### src/rtl/gpr_pkg.sv
package gpr_pkg;
  localparam int DATA_W = 32;
  localparam int ADDR_W = 12;

  localparam logic [ADDR_W-1:0] OFF_ALT    = 12'h420;
  localparam logic [ADDR_W-1:0] OFF_PU     = 12'h510;
  localparam logic [ADDR_W-1:0] OFF_PD     = 12'h514;
  localparam logic [ADDR_W-1:0] OFF_DEN    = 12'h51C;
  localparam logic [ADDR_W-1:0] OFF_KEY    = 12'h520;
  localparam logic [ADDR_W-1:0] OFF_PERMIT = 12'h524;

  typedef enum logic [2:0] {
    SEL_NONE, SEL_ALT, SEL_PU, SEL_PD, SEL_DEN, SEL_KEY, SEL_PERMIT
  } reg_sel_e;

  function automatic reg_sel_e decode(input logic [ADDR_W-1:0] a);
    case (a)
      OFF_ALT:    return SEL_ALT;
      OFF_PU:     return SEL_PU;
      OFF_PD:     return SEL_PD;
      OFF_DEN:    return SEL_DEN;
      OFF_KEY:    return SEL_KEY;
      OFF_PERMIT: return SEL_PERMIT;
      default:    return SEL_NONE;
    endcase
  endfunction
endpackage

### src/rtl/gpr_lock_ctrl.sv
module gpr_lock_ctrl #(
  parameter int              PINS       = 8,
  parameter logic [31:0]     KEY        = 32'h6A09_E667,
  parameter logic [PINS-1:0] PERMIT_RST = '1
) (
  input  logic            clk,
  input  logic            rst,
  input  logic            key_wr,
  input  logic            permit_wr,
  input  logic [31:0]     wdata,
  output logic            locked,
  output logic [PINS-1:0] permit
);
  always_ff @(posedge clk) begin
    if (rst) begin
      locked <= 1'b1;
    end else if (key_wr) begin
      locked <= (wdata != KEY);
    end
  end

  always_ff @(posedge clk) begin
    if (rst) begin
      permit <= PERMIT_RST;
    end else if (permit_wr && !locked) begin
      permit <= wdata[PINS-1:0];
    end
  end
endmodule

### src/rtl/gpr_masked_reg.sv
module gpr_masked_reg #(
  parameter int              PINS = 8,
  parameter logic [PINS-1:0] RST  = '0
) (
  input  logic            clk,
  input  logic            rst,
  input  logic            wr,
  input  logic [PINS-1:0] wmask,
  input  logic [PINS-1:0] wdata,
  output logic [PINS-1:0] q
);
  always_ff @(posedge clk) begin
    if (rst) begin
      q <= RST;
    end else if (wr) begin
      q <= (q & ~wmask) | (wdata & wmask);
    end
  end
endmodule

### src/rtl/gpr_pull_pair.sv
module gpr_pull_pair #(
  parameter int              PINS   = 8,
  parameter logic [PINS-1:0] PU_RST = '0
) (
  input  logic            clk,
  input  logic            rst,
  input  logic            pu_wr,
  input  logic            pd_wr,
  input  logic [PINS-1:0] pu_mask,
  input  logic [PINS-1:0] wdata,
  output logic [PINS-1:0] pu_q,
  output logic [PINS-1:0] pd_q
);
  logic [PINS-1:0] pu_set, pu_clr, pd_set, pd_clr;

  always_comb begin
    pu_set = pu_wr ? (pu_mask & wdata)  : '0;
    pu_clr = pu_wr ? (pu_mask & ~wdata) : '0;
    pd_set = pd_wr ? wdata  : '0;
    pd_clr = pd_wr ? ~wdata : '0;
  end

  always_ff @(posedge clk) begin
    if (rst) begin
      pu_q <= PU_RST;
      pd_q <= '0;
    end else begin
      pu_q <= (pu_q & ~pu_clr & ~pd_set) | pu_set;
      pd_q <= (pd_q & ~pd_clr & ~pu_set) | pd_set;
    end
  end
endmodule

### src/rtl/gpr_pad_pipe.sv
module gpr_pad_pipe #(
  parameter int              PINS   = 8,
  parameter int              STAGES = 2,
  parameter logic [PINS-1:0] RST    = '0
) (
  input  logic            clk,
  input  logic            rst,
  input  logic [PINS-1:0] d,
  output logic [PINS-1:0] q
);
  logic [STAGES:0][PINS-1:0] stg;
  assign stg[0] = d;

  for (genvar g = 0; g < STAGES; g++) begin : g_stage
    always_ff @(posedge clk) begin
      if (rst) stg[g+1] <= RST;
      else     stg[g+1] <= stg[g];
    end
  end

  assign q = stg[STAGES];
endmodule

### src/rtl/gpio_pad_ctrl_regs.sv
module gpio_pad_ctrl_regs
  import gpr_pkg::*;
#(
  parameter int              PINS       = 8,
  parameter logic [31:0]     UNLOCK_KEY = 32'h6A09_E667,
  parameter bit              DEBUG_PORT = 1'b0,
  parameter logic [PINS-1:0] DEBUG_MASK = 'hF,
  parameter int              PAD_STAGES = 2
) (
  input  logic              clk,
  input  logic              rst,
  input  logic [ADDR_W-1:0] bus_addr,
  input  logic              bus_wr,
  input  logic [DATA_W-1:0] bus_wdata,
  output logic [DATA_W-1:0] bus_rdata,
  output logic [PINS-1:0]   pad_pull_up,
  output logic [PINS-1:0]   pad_pull_down,
  output logic [PINS-1:0]   pad_alt_sel,
  output logic [PINS-1:0]   pad_dig_en
);
  localparam logic [PINS-1:0] FIELD_RST  = DEBUG_PORT ? DEBUG_MASK : '0;
  localparam logic [PINS-1:0] PERMIT_RST = DEBUG_PORT ? ~DEBUG_MASK : '1;
  localparam int              PAD_W      = DATA_W - PINS;

  reg_sel_e        sel;
  logic            locked;
  logic [PINS-1:0] permit_q, guard, pu_q, pd_q, alt_q, den_q;
  logic [DATA_W-1:0] rd_next;

  assign sel   = decode(bus_addr);
  assign guard = permit_q & {PINS{~locked}};

  gpr_lock_ctrl #(.PINS(PINS), .KEY(UNLOCK_KEY), .PERMIT_RST(PERMIT_RST)) u_lock (
    .clk(clk), .rst(rst),
    .key_wr(bus_wr && sel == SEL_KEY),
    .permit_wr(bus_wr && sel == SEL_PERMIT),
    .wdata(bus_wdata), .locked(locked), .permit(permit_q)
  );

  gpr_pull_pair #(.PINS(PINS), .PU_RST(FIELD_RST)) u_pull (
    .clk(clk), .rst(rst),
    .pu_wr(bus_wr && sel == SEL_PU), .pd_wr(bus_wr && sel == SEL_PD),
    .pu_mask(guard), .wdata(bus_wdata[PINS-1:0]),
    .pu_q(pu_q), .pd_q(pd_q)
  );

  gpr_masked_reg #(.PINS(PINS), .RST(FIELD_RST)) u_alt (
    .clk(clk), .rst(rst), .wr(bus_wr && sel == SEL_ALT),
    .wmask(guard), .wdata(bus_wdata[PINS-1:0]), .q(alt_q)
  );

  gpr_masked_reg #(.PINS(PINS), .RST(FIELD_RST)) u_den (
    .clk(clk), .rst(rst), .wr(bus_wr && sel == SEL_DEN),
    .wmask(guard), .wdata(bus_wdata[PINS-1:0]), .q(den_q)
  );

  gpr_pad_pipe #(.PINS(PINS), .STAGES(PAD_STAGES), .RST(FIELD_RST)) u_pipe_pu (
    .clk(clk), .rst(rst), .d(pu_q), .q(pad_pull_up));
  gpr_pad_pipe #(.PINS(PINS), .STAGES(PAD_STAGES), .RST('0)) u_pipe_pd (
    .clk(clk), .rst(rst), .d(pd_q), .q(pad_pull_down));
  gpr_pad_pipe #(.PINS(PINS), .STAGES(PAD_STAGES), .RST(FIELD_RST)) u_pipe_alt (
    .clk(clk), .rst(rst), .d(alt_q), .q(pad_alt_sel));
  gpr_pad_pipe #(.PINS(PINS), .STAGES(PAD_STAGES), .RST(FIELD_RST)) u_pipe_den (
    .clk(clk), .rst(rst), .d(den_q), .q(pad_dig_en));

  always_comb begin
    case (sel)
      SEL_ALT:    rd_next = {{PAD_W{1'b0}}, alt_q};
      SEL_PU:     rd_next = {{PAD_W{1'b0}}, pu_q};
      SEL_PD:     rd_next = {{PAD_W{1'b0}}, pd_q};
      SEL_DEN:    rd_next = {{PAD_W{1'b0}}, den_q};
      SEL_KEY:    rd_next = {{(DATA_W-1){1'b0}}, locked};
      SEL_PERMIT: rd_next = {{PAD_W{1'b0}}, permit_q};
      default:    rd_next = '0;
    endcase
  end

  always_ff @(posedge clk) begin
    if (rst) bus_rdata <= '0;
    else     bus_rdata <= rd_next;
  end
endmodule

### config.mk
export PLATFORM = sky130hd
export DESIGN_NAME = gpio_pad_ctrl_regs
export DESIGN_NICKNAME = d
export VERILOG_FILES = /design/src/rtl/gpr_pkg.sv /design/src/rtl/gpr_lock_ctrl.sv /design/src/rtl/gpr_masked_reg.sv /design/src/rtl/gpr_pull_pair.sv /design/src/rtl/gpr_pad_pipe.sv /design/src/rtl/gpio_pad_ctrl_regs.sv
export SDC_FILE = /design/constraint.sdc
export NUM_CORES = 1
export LEC_CHECK = 0
export CORE_ASPECT_RATIO = 2
export CORE_MARGIN = 2
export CORE_UTILIZATION = 30
export CTS_BUF_LIST = sky130_fd_sc_hd__clkbuf_16
export DETAILED_ROUTE_END_ITERATION = 8
export GPL_TIMING_DRIVEN = 0
export PLACE_DENSITY = 0.5
export SLEW_MARGIN = 10
export SYNTH_ARGS = -nofsm -noshare
export SYNTH_HDL_FRONTEND = slang
export SYNTH_HIERARCHICAL = 1
export SYNTH_SLANG_ARGS = --single-unit
export TNS_END_PERCENT = 5
### constraint.sdc
create_clock -name clk -period 4 [get_ports clk]
set_clock_uncertainty 0.1 [all_clocks]
set_input_delay 1.2 -clock clk [delete_from_list [all_inputs] [get_ports clk]]
set_output_delay 1.2 -clock clk [all_outputs]
set_load 0.01 [all_outputs]
Word-level counts from Yosys, hierarchy flattened
Cells that the tools add are included.
W data, S select, Z words.
- bits in registers: 137
- latch bits: 0
- bits in writable memories: 0
- ROM bits: 0
- input bits: 47
- output and inout bits: 64
- logic and storage cells: 62
- memories: 0
- $add $sub $neg: 0
- multipliers: 0
- div/mod/pow operators: 0
- order comparisons: 0
- eq/ne operators: 13
- shift-type cells: 0
- muxes and demuxes: 6
- bitwise operators: 20
- reduce and logical (&&, ||, !) cells: 8
- operator list (kind ; number):
    $and A8 B8 Y8 ; 9
    $eq A12 B11 Y1 const B ; 6
    $not A8 Y8 ; 6
    $pmux W8 S6 ; 1
    $mux W8 ; 4
    $ne A32 B31 Y1 const B ; 1
    $or A8 B8 Y8 ; 4
    $pmux W3 S6 ; 1
    $eq A3 B3 Y1 const B ; 3
    $logic_and A1 B1 Y1 ; 7
    $eq A3 B2 Y1 const B ; 2
    $eq A3 B1 Y1 const B ; 1
    $logic_not A1 Y1 ; 1
    $not A1 Y1 ; 1

Depth between registers and ports, before layout
Gate-level depths: netlist of the first run.
- word-level depth: 9
- depth in mapped cells: 9

Cells and area by module
The synthesis of the first run kept the hierarchy.
- by module, submodules not included (module ; times used ; cells an instance ; area each (sq um) ; sequential area each (sq um)):
    gpr_pad_pipe ; 4 ; 41 ; 524.3 ; 320.3
    gpio_pad_ctrl_regs ; 1 ; 132 ; 1009.7 ; 160.2
    gpr_pull_pair ; 1 ; 77 ; 743.2 ; 320.3
    gpr_masked_reg ; 2 ; 35 ; 346.6 ; 160.2
    gpr_lock_ctrl ; 1 ; 42 ; 456.7 ; 180.2

Worst setup path before layout of the first run
OpenSTA, ideal clock, no wires.
- kind: in2reg
- from: in bus_addr[9]
- to: reg u_lock.permit[2]
- library setup time: 0.120 ns
- data arrival time: 2.776 ns
- data required time: 3.780 ns
- path slack: 1.004 ns
- stages: 8
- path buffers: 1
- cell sequence: nor3b_1 > and4_1 > nand2_1 > nor3_1 > nor2b_4 > buf_4 > nor2b_1 > a211o_2
- word-level cells in the longest chain between the ends: 5
- elaborated cells between the ends (all ways): 10
- RTL lines (what ; line ; source):
    start: declaration ; gpio_pad_ctrl_regs.sv:12 ; input logic [ADDR_W-1:0] bus_addr,
    $eq A12 B11 Y1 ; gpr_pkg.sv:17 ; case (a)
    $pmux W3 S6 (*) ; gpr_pkg.sv:17 ;
    $eq A3 B3 Y1 (*) ; gpio_pad_ctrl_regs.sv:36 ; .permit_wr(bus_wr && sel == SEL_PERMIT),
    $logic_and A1 B1 Y1 (*) ; gpio_pad_ctrl_regs.sv:36 ;
    $logic_and A1 B1 Y1 (*) ; gpr_lock_ctrl.sv:25 ; end else if (permit_wr && !locked) begin
    end signal: assignment ; gpr_lock_ctrl.sv:26 ; permit <= wdata[PINS-1:0];
    end: declaration ; gpr_lock_ctrl.sv:12 ; output logic [PINS-1:0] permit
Every way passes the cells marked *; elsewhere a longest branch is shown, timed or not.
A chain may end at the register's enable or synchronous reset.

Worst setup path in the final report of the first run
- from: in bus_addr[10]
- to: reg, netlist name u_pull/pu_q[4]
- word-level cells in the longest chain between the ends: 9
- elaborated cells between the ends (all ways): 19
- RTL lines (what ; line ; source):
    $eq A12 B11 Y1 ; gpr_pkg.sv:17 ;
    $pmux W3 S6 (*) ; gpr_pkg.sv:17 ;
    $eq A3 B2 Y1 ; gpio_pad_ctrl_regs.sv:42 ; .pu_wr(bus_wr && sel == SEL_PU), .pd_wr(bus_wr && sel == SEL_PD),
    $logic_and A1 B1 Y1 ; gpio_pad_ctrl_regs.sv:42 ;
    $mux W8 ; gpr_pull_pair.sv:18 ; pu_clr = pu_wr ? (pu_mask & ~wdata) : '0;
    $not A8 Y8 ; gpr_pull_pair.sv:28 ; pu_q <= (pu_q & ~pu_clr & ~pd_set) | pu_set;
    $and A8 B8 Y8 (2 in series) ; gpr_pull_pair.sv:28 ;
    $or A8 B8 Y8 (*) ; gpr_pull_pair.sv:28 ;
Marked as above.

==> results of run 1 <==
-- worst max-delay path, delay by kind of cell --
| kind | cells | cell delay (ns) |
|---|---|---|
| simple gates | 5 | 1.77 |
| buf+inv | 2 | 0.69 |
| compound gates | 1 | 0.24 |
-- layer usage --
layer | up-vias | routed length (um) | GRT usage (%)
li1 | 1879 | - | -
met1 | 1795 | 4935 | 16.53
met2 | 196 | 6922 | 26.60
met3 | 26 | 826 | 3.674
met4 | 0 | 562 | 8.361
met5 | - | 0 | 0
-- area by class of cell --
class	instances	area, um^2	share of cell area (%)
multi-input cells	309	2188	32.55
clock inverters	14	100.1	1.489
well taps	204	255.2	3.797
plain buffers	80	613.1	9.120
inverters	6	22.52	0.3350
repair buffers	86	855.8	12.73
flip-flops and latches	113	2262	33.65
clock buffers	17	425.4	6.328
-- synthesized netlist by cell type (all sizes together) (6+ instances only) --
master	n	area (um^2)
nor2b	56	427.9
inv	6	22.52
nor2	6	22.52
a21bo	16	160.2
buf	76	598.1
a211o	11	106.4
o32ai	9	78.83
and2	12	75.07
dfxtp	113	2262
and2b	26	225.2
nand3	29	145.1
a31oi	7	43.79
nor3	6	30.03
nand2	17	63.81
a21oi	17	85.08
nor3b	7	52.55
nand4b	9	78.83
-- cells by family after synthesis --
logic type | synth area share, %
buffers and inverters | 12.71
muxes | 0.8008
and+or+nand+nor | 28.08
AOI/OAI and AO/OA | 13.09
other | 0.07500
DFF | 45.25
-- stage by stage --
stage / hold slack [ns] / cells / TNS (ns)
finish: 0.3325 / 829 / 0
global route: 0.3407 / 829 / 0
CTS: 0.3377 / 829 / 0
detailed placement: 0.3220 / 798 / -1.087
global placement: 0.3217 / 798 / -0.8391
floorplan: 0.3148 / 508 / 0
-- where the power goes --
part	internal, mW	switching, mW
sequential	1.13	0.0000139
clock	0.830	0.495
combinational	0.0760	0.0749
-- worst min path at each step --
stage	from	to	slack (ns)	depth (start not counted)
after floorplan	u_pipe_alt/stg[11]$_SDFF_PP0_	u_pipe_alt/q[3]$_SDFF_PP0_	0.31	1
after global placement	u_pipe_den/stg[11]$_SDFF_PP0_	u_pipe_den/q[3]$_SDFF_PP0_	0.32	1
after detailed placement	u_pipe_pd/stg[14]$_SDFF_PP0_	u_pipe_pd/q[6]$_SDFF_PP0_	0.32	1
after CTS	u_pipe_den/stg[12]$_SDFF_PP0_	u_pipe_den/q[4]$_SDFF_PP0_	0.34	1
after global routing	u_pipe_den/stg[14]$_SDFF_PP0_	u_pipe_den/q[6]$_SDFF_PP0_	0.34	1
final	u_pipe_den/stg[12]$_SDFF_PP0_	u_pipe_den/q[4]$_SDFF_PP0_	0.33	1
==> results by group, run 1 <==
Outcome
  • Status: completed

Routing
  • DRC viols: 0
  • Via count: slightly below 4,000
  • Drt first-iter violations: around 220
  • Wire length per cell: ~16 um
  • Total wire length: 13,250 um
  • Antenna Nets Post-Route: 0
  • 1st-pass router iterations: 5
  • Via density: 4.700

STA
  • Achievable frequency: between 0.2 and 0.3 GHz
  • Worst-Margin Slew: 0.8791 ns
  • Final WS setup: roughly 0.29 ns
  • Final setup fails: 0
  • Tcrit/Tclk final: between 90% and 100%
  • Tmin final: 3.713 ns
  • RSZ-0062 raised after global routing: no
  • Max-slew headroom: about two fifths
  • Endpoints failing hold: 0
  • Slew Viols, Final: 0

Floorplanning
  • Die Y: between 150 and 200 um
  • Chip width: around 95 um
  • Total die area: about 18,000 um^2
  • Core Region: 16,270 um^2
  • Ports: around 110
  • Initial Util: roughly 30%
  • # rows: between 60 and 70

CTS
  • Clk slew on worst S/H paths: 0.05 ns
  • Postcts setup bufs: 0
  • Root Driver: clkbuf_16
  • CTS sink count: roughly 110
  • Longest Clk Path Bufs: 2
  • H-tree depth: 4
  • CTS tree: done
  • Cts hold-fix bufs: 0
  • Clk Latency, worst-skew pair: about 0.41 ns
  • Inserted Clock Buffers: 17
  • Post-CTS sizing: 0

Layout
  • Antenna diodes: 0
  • Fin util: roughly two fifths
  • Commonest non-fill, non-tap cell in the layout: dfxtp_1
  • Nets: 660
  • Leading cell types in the layout, fill and taps excluded: dfxtp_1 (113), clkdlybuf4s50_1 (85), buf_4 (58), nand3_1 (29), nor2b_2 (28)
  • Fraction of layout instances using a drive strength above 1: between 20% and 30%
  • Fillcell total: 1,619
  • Layout area overhead: 34.46%
  • Post-route cell area: about 6700 um^2

Setup path
  • Worst Setup SP: bus_addr[10]
  • CP arrival: 3.91 ns
  • Critical path startpoint category: primary input
  • Critical Path Slowest Stage Cell: nor3_1
  • Worst EP required: between 4 and 5 ns
  • Worst Setup Path Type: primary input to flop
  • Reg2reg setup slack: 2.27 ns
  • CP max stage delay: ~0.69 ns
  • Worst path most repeated cell: nand2_1
  • Worst setup path endpoint: u_pull/pu_q[4]$_SDFF_PP0_
  • R2R depth: 4
  • R2r endpoint: u_pull/pu_q[2]$_SDFF_PP0_
  • Reg-to-reg startpoint: u_lock/locked$_SDFFE_PP1P_
  • Setup crit end kind: flop
  • Worst-path cell chain: clkdlybuf4s50_1 -> nor3b_1 -> and4_1 -> nand2_1 -> nor3_1 -> buf_6 -> nand2_1 -> a32o_1
  • CP max FO: 10

Global routing
  • Total track usage: approximately 15%
  • Vias in the first global route: between 3,000 and 4,000
  • Congestion Overflow GR: 0
  • Largest net degree at the start of global routing: 42
  • Initial antenna violation count: 0
  • First-pass GRT wire length: around 20,000 um

Yosys
  • EDFF count, synth: 0
  • Ys async rst share: 0%
  • Register bit total from synthesis: around 110
  • Netlist cell types: 52
  • Syn Inst Count: a little under 500
  • Yosys warnings: 6
  • Mean area per synthesized cell: 10.31 um^2
  • Post-Syn Area: around 5000 um^2
  • Top_reg_cell synth: dfxtp_1
  • Sequential fraction of the synthesis area: roughly 45%

Worst hold path
  • HP Class: flop to flop

Power and ir drop
  • Total power: ~2.6 mW
  • PD cells: 387.2 nW/um^2
  • Worst vdd rail ir drop: approximately 230 uV
  • Leakage Power: 2.639 nW

Placed design
  • IO buf count: 86
  • Gpl congestion: 0.8703
  • Post-DP Area: roughly 6200 um^2
  • Hpwl dp: between 10,000 and 15,000 um
  • Post-place setup slack: -0.1607 ns

Run
  • Max_cap viols: 0
No activity file was read; power rests on OpenSTA's default activity.
==> run 2: changes to the inputs <==
HOLD_SLACK_MARGIN = 0.02   (was not set)
==> results of run 2 <==
No change in the layout: final DEF, timing and power equal those of run 1.
